$ cat src/rtl/fir_pkg.sv
package fir_pkg;
    localparam int DATA_W_DEF = 18;
    localparam int COEF_W_DEF = 12;
    localparam int DEPTH_DEF  = 32;
    localparam int ROM_N_DEF  = 16;
    localparam int NPAIR_DEF  = 7;
    localparam int ACC_W_DEF  = 34;
    localparam int FRAC_DEF   = 11;

    // entry 0 in the low bits; entries 0..6 phase 0, 7..13 phase 1, 14..15 spare
    localparam logic [ROM_N_DEF*COEF_W_DEF-1:0] COEFS_DEF = {
        12'h000, 12'h000,
        12'h010, 12'hFE0, 12'h040, 12'hF80, 12'h100, 12'hE00, 12'h400,
        12'hFFB, 12'h014, 12'hFB5, 12'h12C, 12'h7FF, 12'h4AF, 12'hF42
    };
endpackage

$ cat src/rtl/fir_sample_ram.sv
module fir_sample_ram #(
    parameter int DW    = 18,
    parameter int DEPTH = 32,
    parameter int OFF_W = 5
) (
    input  logic                 clk,
    input  logic                 rst_n,
    input  logic                 wr_en,
    input  logic signed [DW-1:0] wr_data,
    input  logic [OFF_W-1:0]     off_a,
    input  logic [OFF_W-1:0]     off_b,
    output logic signed [DW-1:0] rd_a,
    output logic signed [DW-1:0] rd_b
);
    localparam int AW = $clog2(DEPTH);

    typedef struct packed {
        logic [DEPTH-1:0][DW-1:0] mem;
        logic [AW-1:0]            wp;
    } ram_t;

    ram_t st_d, st_q;
    logic [AW-1:0] addr_a, addr_b;

    always_comb begin
        st_d = st_q;
        if (wr_en) begin
            st_d.mem[st_q.wp] = wr_data;
            st_d.wp           = st_q.wp + AW'(1);
        end
    end

    always_ff @(posedge clk) begin
        if (!rst_n) st_q <= '0;
        else        st_q <= st_d;
    end

    // newest sample sits one below the write pointer
    assign addr_a = st_q.wp - AW'(1) - AW'(off_a);
    assign addr_b = st_q.wp - AW'(1) - AW'(off_b);
    assign rd_a   = st_q.mem[addr_a];
    assign rd_b   = st_q.mem[addr_b];
endmodule

$ cat src/rtl/fir_coef_rom.sv
module fir_coef_rom #(
    parameter int CW = 12,
    parameter int N  = 16,
    parameter int IW = 4,
    parameter logic [N*CW-1:0] COEFS = '0
) (
    input  logic [IW-1:0]        idx,
    output logic signed [CW-1:0] coef
);
    logic [CW-1:0] table_w [N];

    for (genvar i = 0; i < N; i++) begin : g_entry
        assign table_w[i] = COEFS[i*CW +: CW];
    end

    assign coef = table_w[idx];
endmodule

$ cat src/rtl/fir_sequencer.sv
module fir_sequencer #(
    parameter int NPAIR  = 7,
    parameter int STEP_W = 3,
    parameter int IDX_W  = 4,
    parameter int OFF_W  = 5
) (
    input  logic             clk,
    input  logic             rst_n,
    input  logic             start,
    output logic             issue,
    output logic             phase,
    output logic             first,
    output logic             last,
    output logic [OFF_W-1:0] off_a,
    output logic [OFF_W-1:0] off_b,
    output logic [IDX_W-1:0] coef_idx
);
    typedef struct packed {
        logic              active;
        logic              phase;
        logic [STEP_W-1:0] step;
    } seq_t;

    seq_t st_d, st_q;
    logic at_end;

    assign at_end = (st_q.step == STEP_W'(NPAIR - 1));

    always_comb begin
        st_d = st_q;
        if (start) begin
            st_d.active = 1'b1;
            st_d.phase  = 1'b0;
            st_d.step   = '0;
        end else if (st_q.active) begin
            if (at_end) begin
                st_d.step = '0;
                if (st_q.phase) st_d.active = 1'b0;
                else            st_d.phase  = 1'b1;
            end else begin
                st_d.step = st_q.step + STEP_W'(1);
            end
        end
    end

    always_ff @(posedge clk) begin
        if (!rst_n) st_q <= '0;
        else        st_q <= st_d;
    end

    assign issue    = st_q.active;
    assign phase    = st_q.phase;
    assign first    = (st_q.step == '0);
    assign last     = at_end;
    assign off_a    = OFF_W'(st_q.step);
    assign off_b    = OFF_W'(2 * NPAIR - 1) - OFF_W'(st_q.step);
    assign coef_idx = st_q.phase ? IDX_W'(NPAIR) + IDX_W'(st_q.step) : IDX_W'(st_q.step);


    start_idle_chk: assert property (@(posedge clk) disable iff (!rst_n)
        start |-> !st_q.active);


    burst_len_chk: assert property (@(posedge clk) disable iff (!rst_n)
        (issue && last && phase) |=> !issue);
endmodule

$ cat src/rtl/fir_mac.sv
module fir_mac #(
    parameter int DW     = 18,
    parameter int CW     = 12,
    parameter int SUM_W  = 19,
    parameter int PROD_W = 30,
    parameter int ACC_W  = 34,
    parameter int FRAC   = 11
) (
    input  logic                 clk,
    input  logic                 rst_n,
    input  logic                 issue,
    input  logic                 first,
    input  logic                 last,
    input  logic                 phase,
    input  logic signed [DW-1:0] smp_a,
    input  logic signed [DW-1:0] smp_b,
    input  logic signed [CW-1:0] coef,
    output logic                 pend,
    output logic                 out_valid,
    output logic                 out_phase,
    output logic signed [DW-1:0] out_data
);
    localparam int FULL_W = SUM_W + CW;
    localparam logic signed [ACC_W-1:0] HALF   = ACC_W'(1) <<< (FRAC - 1);
    localparam logic signed [ACC_W-1:0] SAT_HI = (ACC_W'(1) <<< (DW - 1)) - ACC_W'(1);
    localparam logic signed [ACC_W-1:0] SAT_LO = -SAT_HI - ACC_W'(1);

    typedef struct packed {
        logic             s1v;
        logic             first;
        logic             last;
        logic             phase;
        logic [SUM_W-1:0] sum;
        logic [CW-1:0]    coef;
        logic [ACC_W-1:0] acc;
        logic             ov;
        logic             oph;
        logic [DW-1:0]    od;
    } mac_t;

    mac_t st_d, st_q;
    logic signed [FULL_W-1:0] prod_full;
    logic signed [ACC_W-1:0]  acc_nx, rnd, shifted;

    always_comb begin
        st_d      = st_q;
        prod_full = $signed(st_q.sum) * $signed(st_q.coef);
        acc_nx    = st_q.first ? ACC_W'(prod_full) : $signed(st_q.acc) + ACC_W'(prod_full);
        rnd       = acc_nx + HALF;
        shifted   = rnd >>> FRAC;

        // pre-add stage
        st_d.s1v = issue;
        if (issue) begin
            st_d.first = first;
            st_d.last  = last;
            st_d.phase = phase;
            st_d.sum   = SUM_W'(smp_a) + SUM_W'(smp_b);
            st_d.coef  = coef;
        end

        // multiply-accumulate stage
        st_d.ov = 1'b0;
        if (st_q.s1v) begin
            st_d.acc = acc_nx;
            if (st_q.last) begin
                st_d.ov  = 1'b1;
                st_d.oph = st_q.phase;
                if (shifted > SAT_HI)      st_d.od = SAT_HI[DW-1:0];
                else if (shifted < SAT_LO) st_d.od = SAT_LO[DW-1:0];
                else                       st_d.od = shifted[DW-1:0];
            end
        end
    end

    always_ff @(posedge clk) begin
        if (!rst_n) st_q <= '0;
        else        st_q <= st_d;
    end

    assign pend      = st_q.s1v;
    assign out_valid = st_q.ov;
    assign out_phase = st_q.oph;
    assign out_data  = st_q.od;


    prod_fits_chk: assert property (@(posedge clk) disable iff (!rst_n)
        st_q.s1v |-> (prod_full[FULL_W-1] == prod_full[PROD_W-1]));


    out_gap_chk: assert property (@(posedge clk) disable iff (!rst_n)
        out_valid |=> !out_valid);
endmodule

$ cat src/rtl/fir_interp_x2.sv
module fir_interp_x2 #(
    parameter int DATA_W = fir_pkg::DATA_W_DEF,
    parameter int COEF_W = fir_pkg::COEF_W_DEF,
    parameter int DEPTH  = fir_pkg::DEPTH_DEF,
    parameter int ROM_N  = fir_pkg::ROM_N_DEF,
    parameter int NPAIR  = fir_pkg::NPAIR_DEF,
    parameter int ACC_W  = fir_pkg::ACC_W_DEF,
    parameter int FRAC   = fir_pkg::FRAC_DEF,
    parameter logic [ROM_N*COEF_W-1:0] COEFS = fir_pkg::COEFS_DEF
) (
    input  logic                     clk,
    input  logic                     rst_n,
    input  logic                     in_valid,
    input  logic signed [DATA_W-1:0] in_data,
    output logic                     busy,
    output logic                     overrun,
    output logic                     out_valid,
    output logic                     out_phase,
    output logic signed [DATA_W-1:0] out_data
);
    localparam int SUM_W  = DATA_W + 1;
    localparam int PROD_W = SUM_W + COEF_W - 1;
    localparam int STEP_W = $clog2(NPAIR);
    localparam int IDX_W  = $clog2(ROM_N);
    localparam int OFF_W  = $clog2(DEPTH);

    if (2 * NPAIR > DEPTH || 2 * NPAIR > ROM_N) begin : g_bad_cfg
        $error("pair count does not fit sample store or coefficient table");
    end

    typedef struct packed {
        logic ovr;
    } top_t;

    top_t st_d, st_q;
    logic accept, issue, phase, first, last, pend;
    logic [OFF_W-1:0] off_a, off_b;
    logic [IDX_W-1:0] coef_idx;
    logic signed [DATA_W-1:0] smp_a, smp_b;
    logic signed [COEF_W-1:0] coef;

    assign busy   = issue | pend;
    assign accept = in_valid & ~busy;

    always_comb begin
        st_d     = st_q;
        st_d.ovr = in_valid & busy;
    end

    always_ff @(posedge clk) begin
        if (!rst_n) st_q <= '0;
        else        st_q <= st_d;
    end

    assign overrun = st_q.ovr;

    fir_sample_ram #(.DW(DATA_W), .DEPTH(DEPTH), .OFF_W(OFF_W)) u_ram (
        .clk(clk), .rst_n(rst_n), .wr_en(accept), .wr_data(in_data),
        .off_a(off_a), .off_b(off_b), .rd_a(smp_a), .rd_b(smp_b)
    );

    fir_coef_rom #(.CW(COEF_W), .N(ROM_N), .IW(IDX_W), .COEFS(COEFS)) u_rom (
        .idx(coef_idx), .coef(coef)
    );

    fir_sequencer #(.NPAIR(NPAIR), .STEP_W(STEP_W), .IDX_W(IDX_W), .OFF_W(OFF_W)) u_seq (
        .clk(clk), .rst_n(rst_n), .start(accept), .issue(issue), .phase(phase),
        .first(first), .last(last), .off_a(off_a), .off_b(off_b), .coef_idx(coef_idx)
    );

    fir_mac #(.DW(DATA_W), .CW(COEF_W), .SUM_W(SUM_W), .PROD_W(PROD_W),
              .ACC_W(ACC_W), .FRAC(FRAC)) u_mac (
        .clk(clk), .rst_n(rst_n), .issue(issue), .first(first), .last(last),
        .phase(phase), .smp_a(smp_a), .smp_b(smp_b), .coef(coef), .pend(pend),
        .out_valid(out_valid), .out_phase(out_phase), .out_data(out_data)
    );


    busy_start_chk: assert property (@(posedge clk) disable iff (!rst_n)
        $rose(busy) |-> $past(in_valid));


    out_after_busy_chk: assert property (@(posedge clk) disable iff (!rst_n)
        out_valid |-> $past(busy));
endmodule

$ cat config.mk
export PLATFORM = sky130hd
export DESIGN_NAME = fir_interp_x2
export DESIGN_NICKNAME = d
export VERILOG_FILES = /design/src/rtl/fir_pkg.sv /design/src/rtl/fir_sample_ram.sv /design/src/rtl/fir_coef_rom.sv /design/src/rtl/fir_sequencer.sv /design/src/rtl/fir_mac.sv /design/src/rtl/fir_interp_x2.sv
export SDC_FILE = /design/constraint.sdc
export NUM_CORES = 2
export LEC_CHECK = 0
export ABC_CLOCK_PERIOD_IN_PS = 11650
export CAP_MARGIN = 20
export CORE_MARGIN = 2
export CORE_UTILIZATION = 33
export CTS_BUF_LIST = sky130_fd_sc_hd__clkbuf_4
export DETAILED_ROUTE_END_ITERATION = 7
export HOLD_SLACK_MARGIN = 0.12
export SYNTH_ARGS = -nofsm -noshare
export SYNTH_HDL_FRONTEND = slang
export SYNTH_SLANG_ARGS = --single-unit
$ cat constraint.sdc
create_clock -name clk -period 11.65 [get_ports clk]
set_input_delay 2.33 -clock clk [delete_from_list [all_inputs] [get_ports clk]]
set_output_delay 2.33 -clock clk [all_outputs]
set_load 0.01 [all_outputs]
After elaboration in Yosys (flattened, before gate mapping)
Memories as Yosys holds them, arrays and structs flattened. A register that Yosys moved wholly into a read port is not among the register bits.
Cells that the tools add are included.
- flip-flop bits (word level): 664
- bits in read-only memories: 192
- input port bits: 21
- output and inout port bits: 22
- memories: 1
- memory list (name ; depth ; bits a word ; read ports ; clocked after memory_dff ; wr ports ; RTL line ; text):
    (no name shown) ; 16 ; 12 ; 1 ; 1 ; 0 ; fir_coef_rom.sv:16 ; assign coef = table_w[idx];
- add/sub/neg operators: 10
- multipliers: 1
- magnitude comparators: 6
- equality and inequality tests: 1
- muxes and demuxes: 17
- bitwise operators: 6
- reductions and logical operators: 7
- operator list (operator ; count):
    576-bit bitwise mux ; 1
    18-bit binary-select mux with 5-bit select ; 2
    18-bit demux with 5-bit select ; 1
    18-bit 2-to-1 mux ; 5
    34-bit by 12-bit adder with 34-bit output (second input constant) ; 1
    34-bit by 31-bit adder with 34-bit output ; 1
    34-bit 2-to-1 mux ; 1
    19-bit by 12-bit multiplier with 31-bit output ; 1
    23-bit by 18-bit > comparator with 1-bit output (second input constant) ; 1
    23-bit by 18-bit less-than comparator with 1-bit output (second input constant) ; 1
    20-bit 2-to-1 mux ; 1
    18-bit by 18-bit adder with 19-bit output ; 1
    5-bit by 6-bit less-than comparator with 1-bit output (second input constant) ; 3
    5-bit 2-to-1 mux ; 2
    2-bit AND reduction ; 3
    5-bit by 1-bit adder with 5-bit output (second input constant) ; 1
    5-bit by 1-bit >= comparator with 1-bit output (second input constant) ; 1
    4-bit NOT with 5-bit output ; 1
    4-bit by 3-bit subtractor with 5-bit output (first input constant) ; 1
    5-bit by 1-bit subtractor with 5-bit output (second input constant) ; 1
    5-bit by 3-bit subtractor with 5-bit output ; 1
    5-bit subtractor ; 1
    3-bit by 3-bit adder with 4-bit output (first input constant) ; 1
    4-bit 2-to-1 mux ; 1
    other kinds (12) ; 14

Longest topological paths before layout
- depth in word-level cells: 8
- gate-level depth with buffers: 37

Hierarchy
Synthesis repeated with hierarchy kept, for this count alone.
- cell total of the unflattened synthesis: 5451
- area, all modules: 48701.7 um^2
- by module, submodules not included (module ; instances ; cells an instance ; area an instance (um^2) ; seq. area each (um^2)):
    fir_sample_ram ; 1 ; 3475 ; 32159.6 ; 11631.2
    fir_mac ; 1 ; 1885 ; 15747.6 ; 1781.7
    fir_sequencer ; 1 ; 48 ; 401.6 ; 100.1
    fir_coef_rom ; 1 ; 39 ; 349.1 ; 0.0
    fir_interp_x2 ; 1 ; 4 ; 43.8 ; 20.0

Worst setup path before layout
No wires, ideal clock.
- path kind: flip-flop to flip-flop
- start: register, netlist name u_mac.st_q[54]
- end: register u_mac.st_q (netlist bit u_mac.out_data[16])
- arrival time: 8.417 ns
- data required time: 11.562 ns
- slack: 3.145 ns
- stages on the path, launching flop included: 36
- buffers on the path: 3
- path through: dfxtp_1 > clkbuf_1 > clkbuf_1 > nand2_1 > fa_1 > inv_1 > ha_1 > inv_1 > fa_1 > inv_1 > fa_1 > inv_1 > fa_1 > inv_1 > ha_1 > a2111oi_4 > o21ai_2 > a31oi_1 > o21ai_0 > xnor2_1 > inv_1 > ha_1 > a21oi_1 > o211a_1 > o211ai_1 > a31oi_1 > mux2i_1 > nand4bb_1 > a222oi_1 > nand3_1 > or2_1 > or4_1 > a211oi_2 > o31ai_4 > buf_6 > a311oi_2
- cells in the longest elaborated chain, start to end: 7
- elaborated cells between the ends (all ways): 8
- those cells by class: 2 x add/sub; 1 x mul; 2 x order compare; 3 x mux
- RTL lines (what ; RTL line ; text):
    19-bit by 12-bit multiplier with 31-bit output * ; fir_mac.sv:47 ; prod_full = $signed(st_q.sum) * $signed(st_q.coef);
    34-bit by 31-bit adder with 34-bit output ; fir_mac.sv:48 ; acc_nx = st_q.first ? ACC_W'(prod_full) : $signed(st_q.acc) + ACC_W'(prod_full);
    34-bit 2-to-1 mux * ; fir_mac.sv:48 ;
    34-bit by 12-bit adder with 34-bit output * ; fir_mac.sv:49 ; rnd = acc_nx + HALF;
    23-bit by 18-bit less-than comparator with 1-bit output ; fir_mac.sv:70 ; else if (shifted < SAT_LO) st_d.od = SAT_LO[DW-1:0];
    18-bit 2-to-1 mux ; fir_mac.sv:70 ;
    18-bit 2-to-1 mux * ; fir_mac.sv:69 ; if (shifted > SAT_HI) st_d.od = SAT_HI[DW-1:0];
    end signal: assignment ; fir_mac.sv:78 ; else st_q <= st_d;
    end: declaration ; fir_mac.sv:41 ; mac_t st_d, st_q;
Every way passes the cells marked *; elsewhere a longest branch is shown, timed or not.
A chain may end at the register's enable or synchronous reset.

Worst setup path in the final report
- start: register, netlist name u_mac.st_q[57]
- end: register u_mac.st_q (netlist bit u_mac.out_data[1])
- cells in the longest elaborated chain, start to end: 7
- elaborated cells between the ends (all ways): 8
- those cells by class: 2 x add/sub; 1 x mul; 2 x order compare; 3 x mux
- RTL lines (what ; RTL line):
    19-bit by 12-bit multiplier with 31-bit output * ; fir_mac.sv:47
    34-bit by 31-bit adder with 34-bit output ; fir_mac.sv:48
    34-bit 2-to-1 mux * ; fir_mac.sv:48
    34-bit by 12-bit adder with 34-bit output * ; fir_mac.sv:49
    23-bit by 18-bit less-than comparator with 1-bit output ; fir_mac.sv:70
    18-bit 2-to-1 mux ; fir_mac.sv:70
    18-bit 2-to-1 mux * ; fir_mac.sv:69
Marks and branches as above.

==> results.json <==
{
  "status": "finished clean",
  "hold_violations": 0,
  "design_area_um2": 49400,
  "rsz0062_at_grt": "no",
  "yosys-top-cells-area": "dfxtp_1 (30%), mux4_2 (18%), nand2_1 (12%)",
  "finalCritPeriodShare_pct": 83.6,
  "grtUsageTotal_pct": 19.9,
  "synth-xor-area-share_pct": 1.61,
  "synth_nets": 5417,
  "synth_top_family_by_area": "multiplexers",
  "cts_resized": 0,
  "max_stage_delay_ns": 0.80,
  "grt_overflow": 0,
  "slew_violations": 0,
  "die_w_um": 373,
  "clockBufferDepth": 3,
  "drc": 0,
  "dpl.hpwl_mm": 93.4,
  "drtIter0Drc": 3923,
  "syn_area_um2": 45000,
  "core_area_um2": 135000,
  "wirelength_mm": 141,
  "drive_gt1_share_pct": 16.5,
  "yosysSeqAreaShare_pct": 30.1,
  "synth_compound_area_share_pct": 12.1,
  "place_inst": 6567,
  "num_io_pins": 43,
  "clk_latency_ns": 1.18,
  "p_sw_share_pct": 34.7,
  "cts_tree": "built",
  "yosys.area.top_type_share_pct": 30.1,
  "crit_type": "reg -> reg",
  "ctsHoldBuffers": 0,
  "max_slew.worst_pin.slew_ns": 1.21,
  "setup_tns_ns": 0,
  "synthFlopType": "dfxtp_1",
  "maxCapViolations": 0,
  "power.density_nw_per_um2": 125,
  "crit_fanout": 20,
  "start_util_pct": 33.2,
  "synthAdderAreaFrac_pct": 13.4,
  "required_ns": 12.68,
  "peakVddDrop_mv": 0.124,
  "synthCells": 5043,
  "clock_sinks": 676,
  "antenna_found_initial": 7,
  "setup_viol": 0,
  "crit_arrival_ns": 10.77,
  "wire_per_inst_um": 20.4,
  "via_per_inst": 5.45,
  "cts_buffers": 189,
  "grt_max_degree": 225,
  "postCtsSetupBuffers": 0,
  "placed_area_um2": 47000,
  "p_total_uw": 6200,
  "p_int_uw": 4050,
  "synth_edf_count": 0,
  "io_buffers": 42,
  "synth_seq_cells": 676,
  "synth-simple-area-share_pct": 17.0,
  "avgSynthCellArea_um2": 8.92,
  "muxShareOfSynthArea_pct": 19.8,
  "critPathCaptureType": "flip-flop",
  "clockRootBuffer": "clkbuf_4",
  "seqPwrFrac_pct": 38.4,
  "fin_cells": 6910,
  "die-height_um": 373,
  "first_global_vias": 36179,
  "async_flop_share_pct": 0,
  "critPathLaunchType": "flip-flop",
  "clock_power_share_pct": 36.0,
  "nNetsFinal": 5351,
  "dieArea_um2": 139000,
  "min_period_ns": 9.74,
  "grt_pass1_wl_mm": 217,
  "fill_cells": 13670,
  "htreeDepth": 4,
  "max_freq_mhz": 103,
  "synth_cell_types": 85,
  "area_growth_pct": 9.86,
  "min_path_type": "reg -> reg",
  "yosysWarnings": 0,
  "synth_top_area_cell": "dfxtp_1",
  "drt_pass1_iterations": 8,
  "vias": 37664,
  "fin_skew_ns": 0.124,
  "netSwitchingPower_uw": 2150,
  "slew-limit-headroom_pct": 19.6,
  "cpMostUsedCell": "fa_1",
  "place_congestion": 0.872,
  "p_leak_uw": 0.0180,
  "path_clk_slew_ns": 0.06,
  "ant_nets": 0,
  "comb_power_share_pct": 25.6,
  "crit_slowest_cell": "dfxtp_1",
  "rows": 135
}
-- logic make-up after synthesis --
kind of cell / count (synthesis)
fa+ha+maj: 353
flops: 676
simple gates: 1872
xor+xnor: 82
buf+inv: 692
mux: 435
compound gates: 933
-- state kept, by name (all words and copies together) (netlist names) --
signal / flops
u_mac.out_data: 18
u_ram.st_q: 581
overrun: 1
u_mac.pend: 1
u_mac.out_valid: 1
u_seq.phase: 1
u_seq.issue: 1
u_mac.out_phase: 1
u_mac.st_q: 68
u_seq.off_a: 3
-- final cells by class --
class,count,area (um^2),share of cell area (%)
Sequential cell,676,13500,27.4
Clock inverter,70,400,0.811
Timing Repair Buffer,136,1240,2.52
Antenna cell,4,10.0,0.0203
Inverter,299,1130,2.29
Clock buffer,269,2020,4.09
Tap cell,1781,2230,4.51
Multi-Input combinational cell,3675,28800,58.4
-- synth_stat cells, types with 26 or more instances --
library cell / n
nand2_1: 1423
dfxtp_1: 676
a21oi_1: 663
mux4_2: 361
clkbuf_1: 340
inv_1: 298
fa_1: 212
nor2_1: 190
ha_1: 141
and2_1: 81
xnor2_1: 53
o21ai_0: 52
nand3_1: 45
mux2_2: 42
mux2i_1: 32
a211oi_1: 30
buf_1: 30
xor2_1: 28
nor3_1: 27
a21o_1: 26
-- worst max-delay path, delay by kind of cell (launching register included) --
kind	cells	cell delay [ns]
AOI/OAI and AO/OA	10	3.05
xor gates and xnor gates	2	0.46
adders and majority gates	7	3.20
buffers and inverters	4	0.24
DFF	1	0.80
muxes	1	0.13
and+or+nand+nor	6	1.79
-- power by group through the flow --
stage               combinational (uW)  clock, uW  sequential, uW
floorplan                         1190          0            2400
global placement                  1570          0            2430
detailed placement                1590          0            2430
CTS                               1590       2280            2380
global route                      1700       2410            2380
finish                            1590       2230            2380
-- path summary, 6_finish.rpt --
check | start | to | slack [ns] | depth (start not counted)
worst min register to register | u_mac.out_phase | u_mac.out_phase | 0.46 | 2
worst max register to register | u_mac.st_q[57] | u_mac.out_data[1] | 1.91 | 30
worst min-delay path | u_mac.out_phase | u_mac.out_phase | 0.46 | 2
worst max-delay path | u_mac.st_q[57] | u_mac.out_data[1] | 1.91 | 30
-- routing by layer --
| layer | vias up | wire length (um) | GRT usage, % |
|---|---|---|---|
| met5 | - | 0 | 0 |
| met4 | 0 | 4780 | 7.72 |
| met3 | 348 | 12600 | 3.87 |
| met2 | 1714 | 65700 | 32.1 |
| met1 | 18426 | 58000 | 26.3 |
| li1 | 17176 | - | - |
-- layout by cell type (no fill, tap or decap), types with 24 or more instances in the layout --
master and count:
nand2_1 1423, dfxtp_1 673, a21oi_1 663, mux4_2 361, inv_1 298, clkbuf_4 269, fa_1 210, nor2_1 190
ha_1 139, buf_4 86, and2_1 81, o21ai_0 52, xnor2_1 50, clkinv_1 48, nand3_1 45, mux2_2 42
clkdlybuf4s50_1 42, mux2i_1 32, a211oi_1 30, xor2_1 26, a21o_1 26, nor3_1 26, o21a_1 24
-- through the flow --
| step | setup WS (ns) | hold WS [ns] | util, % |
|---|---|---|---|
| after global placement | 2.20 | 0.449 | 34.6 |
| after detailed placement | 1.94 | 0.451 | 34.7 |
| after floorplan | 3.15 | 0.431 | - |
| after global routing | 1.29 | 0.481 | 36.5 |
| after CTS | 2.00 | 0.459 | 36.5 |
| final | 1.91 | 0.457 | 36.5 |
No activity file was read; power rests on OpenSTA's default activity.
